`src/rtl/linkage_stack.sv`:
```
module linkage_stack #(
  parameter int AW    = 16,
  parameter int DEPTH = 1024,
  localparam int IW   = $clog2(DEPTH),
  localparam int PW   = IW + 1
) (
  input  logic          clk,
  input  logic          rst_n,
  input  logic [AW-1:0] cur_pc,
  input  logic [AW-1:0] call_tgt,
  input  logic          call_i,
  input  logic          ret_i,
  output logic          busy,
  output logic [AW-1:0] npc,
  output logic          npc_vld,
  output logic          ovf,
  output logic          unf,
  output logic          mem_en,
  output logic          mem_we,
  output logic [IW-1:0] mem_addr,
  output logic [AW-1:0] mem_wdata,
  input  logic [AW-1:0] mem_rdata
);

  logic [PW-1:0] ptr;
  logic [AW-1:0] tgt_q;
  logic          ret_q, ok_q;

  wire full   = (ptr == PW'(DEPTH));
  wire empty  = (ptr == '0);
  wire go     = !busy && (call_i || ret_i);

  assign npc = ret_q ? mem_rdata : tgt_q;

  always_ff @(posedge clk) begin
    if (!rst_n) begin
      ptr <= '0; busy <= 1'b0; ovf <= 1'b0; unf <= 1'b0;
      npc_vld <= 1'b0; mem_en <= 1'b0; mem_we <= 1'b0;
      mem_addr <= '0; mem_wdata <= '0; tgt_q <= '0;
      ret_q <= 1'b0; ok_q <= 1'b0;
    end else begin
      npc_vld <= 1'b0;
      if (busy) begin
        busy    <= 1'b0;
        mem_en  <= 1'b0;
        mem_we  <= 1'b0;
        npc_vld <= ok_q;
      end else if (call_i) begin
        busy  <= 1'b1;
        ret_q <= 1'b0;
        tgt_q <= call_tgt;
        if (full) begin
          ovf  <= 1'b1;
          ok_q <= 1'b0;
        end else begin
          ok_q      <= 1'b1;
          mem_en    <= 1'b1;
          mem_we    <= 1'b1;
          mem_addr  <= ptr[IW-1:0];
          mem_wdata <= cur_pc + AW'(1);
          ptr       <= ptr + PW'(1);
        end
      end else if (ret_i) begin
        busy  <= 1'b1;
        ret_q <= 1'b1;
        if (empty) begin
          unf  <= 1'b1;
          ok_q <= 1'b0;
        end else begin
          ok_q     <= 1'b1;
          mem_en   <= 1'b1;
          mem_we   <= 1'b0;
          mem_addr <= IW'(ptr - PW'(1));
          ptr      <= ptr - PW'(1);
        end
      end
    end
  end

  p_ptr_range_r7: assert property (@(posedge clk) disable iff (!rst_n)
    ptr <= PW'(DEPTH));

  p_busy_one_r6: assert property (@(posedge clk) disable iff (!rst_n)
    go |=> busy ##1 !busy);

  p_vld_pulse_r3: assert property (@(posedge clk) disable iff (!rst_n)
    npc_vld |=> !npc_vld);

  p_call_wr_r2: assert property (@(posedge clk) disable iff (!rst_n)
    (go && call_i && !full) |=> (mem_en && mem_we && mem_wdata == $past(cur_pc) + AW'(1)));

  p_no_wr_full_r7: assert property (@(posedge clk) disable iff (!rst_n)
    (go && call_i && full) |=> (!mem_en && $stable(ptr)));

  p_no_rd_empty_r8: assert property (@(posedge clk) disable iff (!rst_n)
    (go && !call_i && empty) |=> (!mem_en && $stable(ptr)));

  p_ovf_sticky_r7: assert property (@(posedge clk) disable iff (!rst_n)
    ovf |=> ovf);

  p_unf_sticky_r8: assert property (@(posedge clk) disable iff (!rst_n)
    unf |=> unf);

  p_call_first_r9: assert property (@(posedge clk) disable iff (!rst_n)
    (go && call_i && ret_i && !full) |=> mem_we);

endmodule

```
`config.mk`:
```
export PLATFORM = sky130hd
export DESIGN_NAME = linkage_stack
export DESIGN_NICKNAME = d
export VERILOG_FILES = /design/src/rtl/linkage_stack.sv
export SDC_FILE = /design/constraint.sdc
export NUM_CORES = 1
export LEC_CHECK = 0
export ABC_AREA = 1
export BUFFER_PORTS_ARGS = -buffer_cell sky130_fd_sc_hd__buf_4
export CAP_MARGIN = 20
export CORE_ASPECT_RATIO = 0.5
export CORE_MARGIN = 2
export CORE_UTILIZATION = 25
export CTS_CLUSTER_DIAMETER = 150
export CTS_CLUSTER_SIZE = 24
export DETAILED_ROUTE_END_ITERATION = 10
export PLACE_DENSITY = 0.54
export RECOVER_POWER = 50
export SKIP_LAST_GASP = 1
export SYNTH_ARGS = -nofsm -noshare
export SYNTH_HDL_FRONTEND = slang
export SYNTH_SLANG_ARGS = --single-unit
```
`constraint.sdc`:
```
create_clock -name clk -period 2.16 [get_ports clk]
set_clock_uncertainty 0.15 [all_clocks]
set_input_delay 0.108 -clock clk [delete_from_list [all_inputs] [get_ports clk]]
set_output_delay 0.108 -clock clk [all_outputs]
set_load 0.005 [all_outputs]
```
==> flow_summary.ini, run 1 <==
[clocking]
clock_latency_ps = 330
cts-htree-levels = 3
ctsLongestPathBuffers = 2
cts_made_buffers = 9
cts_root_buf = clkbuf_16
cts_tree = built
path_clk_slew_ps = 50
cts_sinks = 61

[setup_path]
regToRegStartpoint = ptr[0]
cp.required_ps = 1900
crit_buf_inv = 3
cp.arrival_ps = 1660
slowest_delay_ps = 460
path_max_fanout = 18
cp_common_cell = nand2_1
path_cells = clkbuf_2, inv_1, nand2_1, nand2_1, buf_4
crit_slowest_cell = inv_1
startpoint_type = flip-flop
cp_top_family = buffers and inverters
crit_type = reg2out
worstSetupStartpoint = ret_q
critPathCaptureType = output port

[place]
place_congestion = 0.822
placed_cell_area_sq_um = 4180
port_buffers = 99
dp_hpwl_um = 6940

[synth]
synth_cell_types = 27
post-synth-top-count-cell = nand2_1
ys.flop_type = dfxtp_1
syn_avg_cell_area_sq_um = 6.54
yosys-top-cells-count = 138 x nand2_1, 89 x nor2_1, 61 x dfxtp_1
synth_area_sq_um = 3280
synth-edff-count = 0
synth_seq_cells = 61
synthCells = 502
seq_area_frac_synth = 0.372
synth.net_count = 559
yosys-top-cells-area = dfxtp_1 37%, nand2_1 16%, nor2_1 10%
yosys.area.top_type = dfxtp_1
synthArstFlopShare = 0
yosys_warnings = 0
synth_top_area_share = 0.372

[timing]
setup_viol = 0
period_minus_slack_ps = 1920
slew_headroom = 0.667
fmax_mhz = 521
fin_hold_ws_ps = 24.7
rsz0062_at_grt = false
tns_ps = 0
slew_viol_final = 0
fin_crit_sh = 0.888
worst_pin_slew_ps = 500
hold_viol = 0

[grt]
antenna_found_initial = 0
grt_max_degree = 39
grt_pass1_vias = 3431
grt.total_usage = 0.142
grt_overflow = 0
grt_pass1_wl_um = 16400

[flow_run]
maxCapViolCount = 0

[power_and_ir_drop]
ir_drop_mv = 0.329
powerDensity_nw_per_um2 = 812
finalPower_mw = 3.91
p_leak_nw = 2.28

[die]
num_io_pins = 100
dieArea_sq_um = 14100
die_h_um = 85.0
core_sq_um = 12700
start_util = 0.258
rows = 29
die_w_um = 166

[cells_and_area]
fin_util = 0.378
nFillCells = 1350
drive_gt1_frac = 0.212
fin_area_sq_um = 4810
area_growth_pct = 46.6
diodes = 0
finalNetCount = 691

[route]
drtIter0Drc = 159
drcViolationCount = 0
vias = 3586
via_per_inst = 4.44
antenna_left = 0
wl_per_cell_um = 12.0
routed_wl_um = 9700
drt_first_pass_iters = 4

[min_path]
min_from = cur_pc[12]
min_path_type = in2reg

[run_status]
status = complete, no violations
-- logic make-up (layout without fill, tap and decap cells) --
group,after synthesis,after routing,synth area share
compound gates,90,90,0.142
fa+ha+maj,5,5,0.0191
flops,61,61,0.372
buf+inv,58,194,0.0800
xor+xnor,14,14,0.0373
simple gates,274,274,0.350
-- placed cells by master, fill, tap and decap left out, types with 2 or more instances in the layout --
master	synthesis	layout
nand2_1	138	138
nor2_1	89	89
buf_4	6	74
dfxtp_1	61	61
o21ai_0	53	53
dlygate4sd3_1	0	36
a21oi_1	29	29
inv_1	28	28
clkbuf_4	0	27
nand3_1	24	24
xor2_1	13	13
clkbuf_16	0	9
nor3_1	7	7
inv_2	6	6
nand4_1	6	6
clkbuf_1	11	6
nand3_2	5	5
ha_1	5	5
o21ai_1	3	3
o21a_1	3	3
nor2_4	2	2
a21oi_2	2	2
clkinv_2	0	2
clkbuf_8	0	2
-- sequential cells by signal, summed over array words and instances (netlist names) --
name and count:
mem_addr 10, ptr 11, mem_en 1, ovf 1, busy 1, mem_we 1
npc_vld 1, mem_wdata 16, tgt_q 16, unf 1, ok_q 1, ret_q 1
-- worst paths after layout --
path              depth (start not counted)  slack (ps)            end
setup / recovery                          5         240         npc[6]
hold / removal                            5          20  mem_wdata[12]
setup reg to reg                          9         270   mem_wdata[3]
hold reg to reg                           2         300         mem_en
-- cell type report --
| class | count | area (sq um) | area share |
|---|---|---|---|
| clock buffers | 11 | 253 | 0.0525 |
| clock inverters | 4 | 47.5 | 0.00988 |
| inverters | 35 | 134 | 0.0278 |
| well taps | 170 | 213 | 0.0442 |
| multi-input cells | 383 | 1800 | 0.374 |
| flip-flops and latches | 61 | 1220 | 0.254 |
| repair buffers | 144 | 1150 | 0.238 |
-- through the flow --
step	instances	setup WS, ps
finish	808	242
global route	808	82.2
CTS	808	267
detailed placement	757	284
global placement	757	365
floorplan	502	401
-- worst register-to-register path, stage by stage, from the launching register on --
cell and delay, ps:
dfxtp_1 420, inv_1 90, ha_1 260, nand2_1 90
nor2_1 50, nand3_2 120, nand3_2 140, inv_4 250
o21ai_0 120, a21oi_1 140
-- power by group --
part	internal (mW)	leakage, nW	total (mW)	switching [mW]
combinational	0.487	1.63	1.08	0.597
sequential	1.26	0.504	1.37	0.105
clock	0.944	0.147	1.46	0.513
total	2.69	2.28	3.91	1.21
-- routing by layer --
metal  vias to the layer above  GRT usage  wire length, um
li1                       1869          -                -
met1                      1630      0.176             4520
met2                        66      0.238             4600
met3                        21     0.0359              377
met4                         0     0.0585              211
met5                         -          0                0
-- repair_timing --
| item | in CTS | in global routing |
|---|---|---|
| hold buffers | 36 | 0 |
| setup buffers | 0 | 0 |
| setup endpoints to repair | 0 | 0 |
| resized for setup | 0 | 0 |
| hold endpoints to repair | 32 | 0 |
Note: power is estimated with default switching activity, not from simulation.
==> inputs of run 2 (changes only) <==
- CORE_MARGIN: 2 -> 4
- RECOVER_POWER: 50 -> default
==> flow_summary.ini, run 2 (synthesis gave the netlist of run 1 again) <==
[die]
num_io_pins = 100
dieArea_sq_um = 15100
die_w_um = 170
start_util = 0.257
rows = 29
die_h_um = 89.0
core_sq_um = 12800

[setup_path]
cp_top_family = flip-flops
startpoint_type = flip-flop
crit_slowest_cell = dfxtp_1
crit_type = reg2reg
cp.arrival_ps = 2010
worstSetupStartpoint = ptr[0]
cp_common_cell = nand3_2
r2r_end = mem_wdata[4]
r2r_cells = 9
regToRegStartpoint = ptr[0]
path_max_fanout = 28
endpoint = mem_wdata[4]
critPathCaptureType = flip-flop
cp.required_ps = 2270
r2r_slack_ps = 270
cp.depth = 9
slowest_delay_ps = 420
crit_buf_inv = 2
path_cells = inv_1, ha_1, nand2_1, nor2_1, nand3_2, nand3_2, inv_4, o21ai_0, a21oi_1

[route]
drcViolationCount = 0
wl_per_cell_um = 12.3
routed_wl_um = 9860
drt_first_pass_iters = 5
via_per_inst = 4.36
antenna_left = 0
drtIter0Drc = 184
vias = 3509

[min_path]
min_path_type = in2reg
worstHoldPathCells = 4

[timing]
worst_pin_slew_ps = 478
fin_hold_ws_ps = 26.3
period_minus_slack_ps = 1890
fin_crit_sh = 0.877
slew_viol_final = 0
hold_viol = 0
tns_ps = 0
fmax_mhz = 528
rsz0062_at_grt = false
setup_viol = 0
slew_headroom = 0.681

[cells_and_area]
finalNetCount = 687
mostFrequentLayoutCells = 138 x nand2_1, 108 x buf_4, 89 x nor2_1
final_common_cell = nand2_1
area_growth_pct = 46.9
final_cells = 805
multi_input_area_sq_um = 1800
fin_util = 0.378
regArea_sq_um = 1220
diodes = 0
drive_gt1_frac = 0.224
nFillCells = 1343
reg.largest.list = mem_wdata: 16 flops, tgt_q: 16 flops, ptr: 11 flops

[grt]
grt_pass1_vias = 3379
grt_pass1_wl_um = 16400
antenna_found_initial = 0
grt_max_degree = 29
grt.total_usage = 0.134
grt_overflow = 0

[clocking]
cts_made_buffers = 9
path_clk_slew_ps = 60
cts_setup_buffers = 0
ctsLongestPathBuffers = 2
cts-htree-levels = 3
cts_sinks = 61
hold_buffers = 32
cts_tree = built
clock_latency_ps = 330
cts-resized-gates = 0
cts_root_buf = clkbuf_16

[power_and_ir_drop]
powerDensity_nw_per_um2 = 837
ir_drop_mv = 0.302
p_leak_nw = 2.30

[run_status]
status = complete, no violations

[place]
place_congestion = 0.793
port_buffers = 99
dpl.cell_count = 757
dp_hpwl_um = 7070

[flow_run]
maxCapViolCount = 0
==> run 2: cell count changes in the layout (fill, tap and decap cells not counted), sizes merged <==
cell	previous run	this run
clkbuf	45	10
buf	74	108
dlygate4sd3	36	32
bufinv	1	2
clkinv	2	3
==> run 2: tightest hold or removal path: cells and delay by family <==
family          cells  cell delay, ps
compound gates      1             100
buf+inv             1              90
fa+ha+maj           1             120
simple gates        1              50
==> run 2: area by class of cell <==
class | instances | area share
clock buffer | 10 | 0.0495
timing repair buffer | 140 | 0.234
inverter | 35 | 0.0278
multi-input combinational | 383 | 0.373
sequential | 61 | 0.253
clock inverter | 6 | 0.0179
tap | 170 | 0.0441
==> run 2: routing by layer <==
layer	wire (um)	track usage	vias up
met3	367	0.0406	7
met1	4540	0.167	1575
met5	0	0	-
li1	-	-	1876
met2	4880	0.231	51
met4	82	0.0355	0
==> run 2: how the worst min path moves through the flow <==
stage | startpoint | endpoint | slack, ps
after global routing | cur_pc[1] | mem_wdata[1] | 40
final | cur_pc[1] | mem_wdata[1] | 30
after floorplan | cur_pc[0] | mem_wdata[0] | 50
after global placement | cur_pc[0] | mem_wdata[0] | 160
after detailed placement | cur_pc[0] | mem_wdata[0] | 170
after CTS | cur_pc[12] | mem_wdata[12] | 20
==> run 2: power breakdown <==
group | switching, mW | internal [mW]
Sequential | 0.106 | 1.26
Combinational | 0.600 | 0.492
Clock | 0.540 | 1.04
==> run 2: through the flow <==
| stage | power, mW | instance area (sq um) | setup WS [ps] |
|---|---|---|---|
| after CTS | 4.08 | 4820 | 253 |
| after detailed placement | 2.44 | 4180 | 268 |
| final | 4.04 | 4820 | 265 |
| after global routing | 4.32 | 4820 | 82.3 |
| after floorplan | 2.04 | 3280 | 401 |
| after global placement | 2.44 | 4180 | 348 |
==> inputs of run 3 (changes only) <==
- CTS_BUF_LIST: default -> sky130_fd_sc_hd__clkbuf_4
- RECOVER_POWER: default -> 50
==> flow_summary.ini, run 3 (synthesis gave the netlist of run 1 again) <==
[cells_and_area]
final_common_cell = nand2_1
finalNetCount = 698
drive_gt1_frac = 0.207
mostFrequentLayoutCells = 138 x nand2_1, 88 x nor2_1, 74 x buf_4
fin_area_sq_um = 4740
area_growth_pct = 44.4
nFillCells = 1366
multi_input_area_sq_um = 1800
diodes = 0
reg.largest.list = mem_wdata: 16 flops, tgt_q: 16 flops, ptr: 11 flops
regArea_sq_um = 1220

[grt]
grt.total_usage = 0.135
antenna_found_initial = 0
grt_max_degree = 29
grt_overflow = 0
grt_pass1_wl_um = 16700
grt_pass1_vias = 3449

[timing]
fmax_mhz = 493
worst_pin_slew_ps = 499
fin_hold_ws_ps = 269
slew_viol_final = 0
rsz0062_at_grt = true
tns_ps = 0
slew_headroom = 0.667
fin_crit_sh = 0.938
hold_viol = 0
setup_viol = 0
setup_ws_ps = 133
period_minus_slack_ps = 2030

[die]
rows = 29
die_h_um = 89.0
die_w_um = 170
dieArea_sq_um = 15100
start_util = 0.257
num_io_pins = 100
core_sq_um = 12800

[setup_path]
r2r_end = mem_addr[4]
cp.required_ps = 2330
r2r_slack_ps = 230
regToRegStartpoint = ptr[0]
startpoint_type = input port
path_max_fanout = 23
crit_type = in2reg
critPathCaptureType = flip-flop
cp.arrival_ps = 2200
r2r_cells = 9

[power_and_ir_drop]
powerDensity_nw_per_um2 = 715
ir_drop_mv = 0.262
p_leak_nw = 2.23

[route]
vias = 3589
routed_wl_um = 9920
drtIter0Drc = 173
drcViolationCount = 0
wl_per_cell_um = 12.2
drt_first_pass_iters = 7
antenna_left = 0
via_per_inst = 4.40

[clocking]
cts-htree-levels = 3
cts_tree = built
cts_sinks = 61
ctsLongestPathBuffers = 2
cts_made_buffers = 9
cts_setup_buffers = 0
path_clk_slew_ps = 110
clock_latency_ps = 430
cts_root_buf = clkbuf_4

[place]
place_congestion = 0.793
port_buffers = 99
placed_cell_area_sq_um = 4180
pre_cts_ws_ps = 268
dp_hpwl_um = 7070

[min_path]
min_path_type = in2reg
holdPathEnd = mem_wdata[0]
worstHoldPathCells = 3
min_from = cur_pc[0]

[flow_run]
maxCapViolCount = 0

[run_status]
status = complete, no violations
[run 3: cell types whose count changed in the layout (fill, tap and decap cells not counted), sizes merged]
| cell | previous run | this run |
|---|---|---|
| dlygate4sd3 | 32 | 43 |
| clkbuf | 10 | 42 |
| clkinv | 3 | 4 |
| buf | 108 | 75 |
[run 3: critical path: stages]
cell and delay [ps]:
dlygate4sd3_1 550, buf_6 180, inv_2 260, nor2_1 110
buf_4 210, o21ai_0 170, nor2_1 50, dlygate4sd3_1 540
[run 3: final cells by class]
| type | count | area share |
|---|---|---|
| clock buffer | 9 | 0.0143 |
| clock inverter | 7 | 0.0190 |
| inverter | 35 | 0.0282 |
| multi-input combinational | 383 | 0.380 |
| sequential | 61 | 0.258 |
| tap | 170 | 0.0449 |
| timing repair buffer | 151 | 0.256 |
[run 3: how the worst max path moves through the flow]
stage	depth (start not counted)	to	startpoint
finish	8	tgt_q[14]	call_i
global route	9	mem_wdata[10]	cur_pc[0]
CTS	9	mem_wdata[10]	cur_pc[0]
floorplan	10	mem_wdata[8]	ptr[0]
global placement	10	mem_addr[6]	ptr[0]
detailed placement	9	mem_wdata[15]	ptr[0]
[run 3: where the power goes]
part,internal [mW],switching (mW)
Clock,0.463,0.464
Combinational,0.493,0.606
Sequential,1.26,0.104
Total,2.21,1.17
[run 3: what timing repair did]
item                                    in CTS  in global routing
endpoints found under the hold margin       53                  0
gates resized for setup                      0                  2
hold buffers                                43                  0
endpoints found under the setup margin       0                  4
[run 3: metal layers]
layer	wire (um)	vias up	global-route usage	part of all wire
li1	-	1900	-	-
met2	4880	60	0.233	0.49
met1	4580	1619	0.169	0.46
met5	0	-	0	0
met3	335	10	0.0345	0.034
met4	127	0	0.0399	0.013
[run 3: metrics by stage]
| step | util | power, mW | instances |
|---|---|---|---|
| after floorplan | - | 2.04 | 502 |
| after global routing | 0.371 | 3.66 | 816 |
| after detailed placement | 0.327 | 2.44 | 757 |
| after CTS | 0.373 | 3.45 | 816 |
| after global placement | 0.327 | 2.44 | 757 |
| final | 0.371 | 3.39 | 816 |
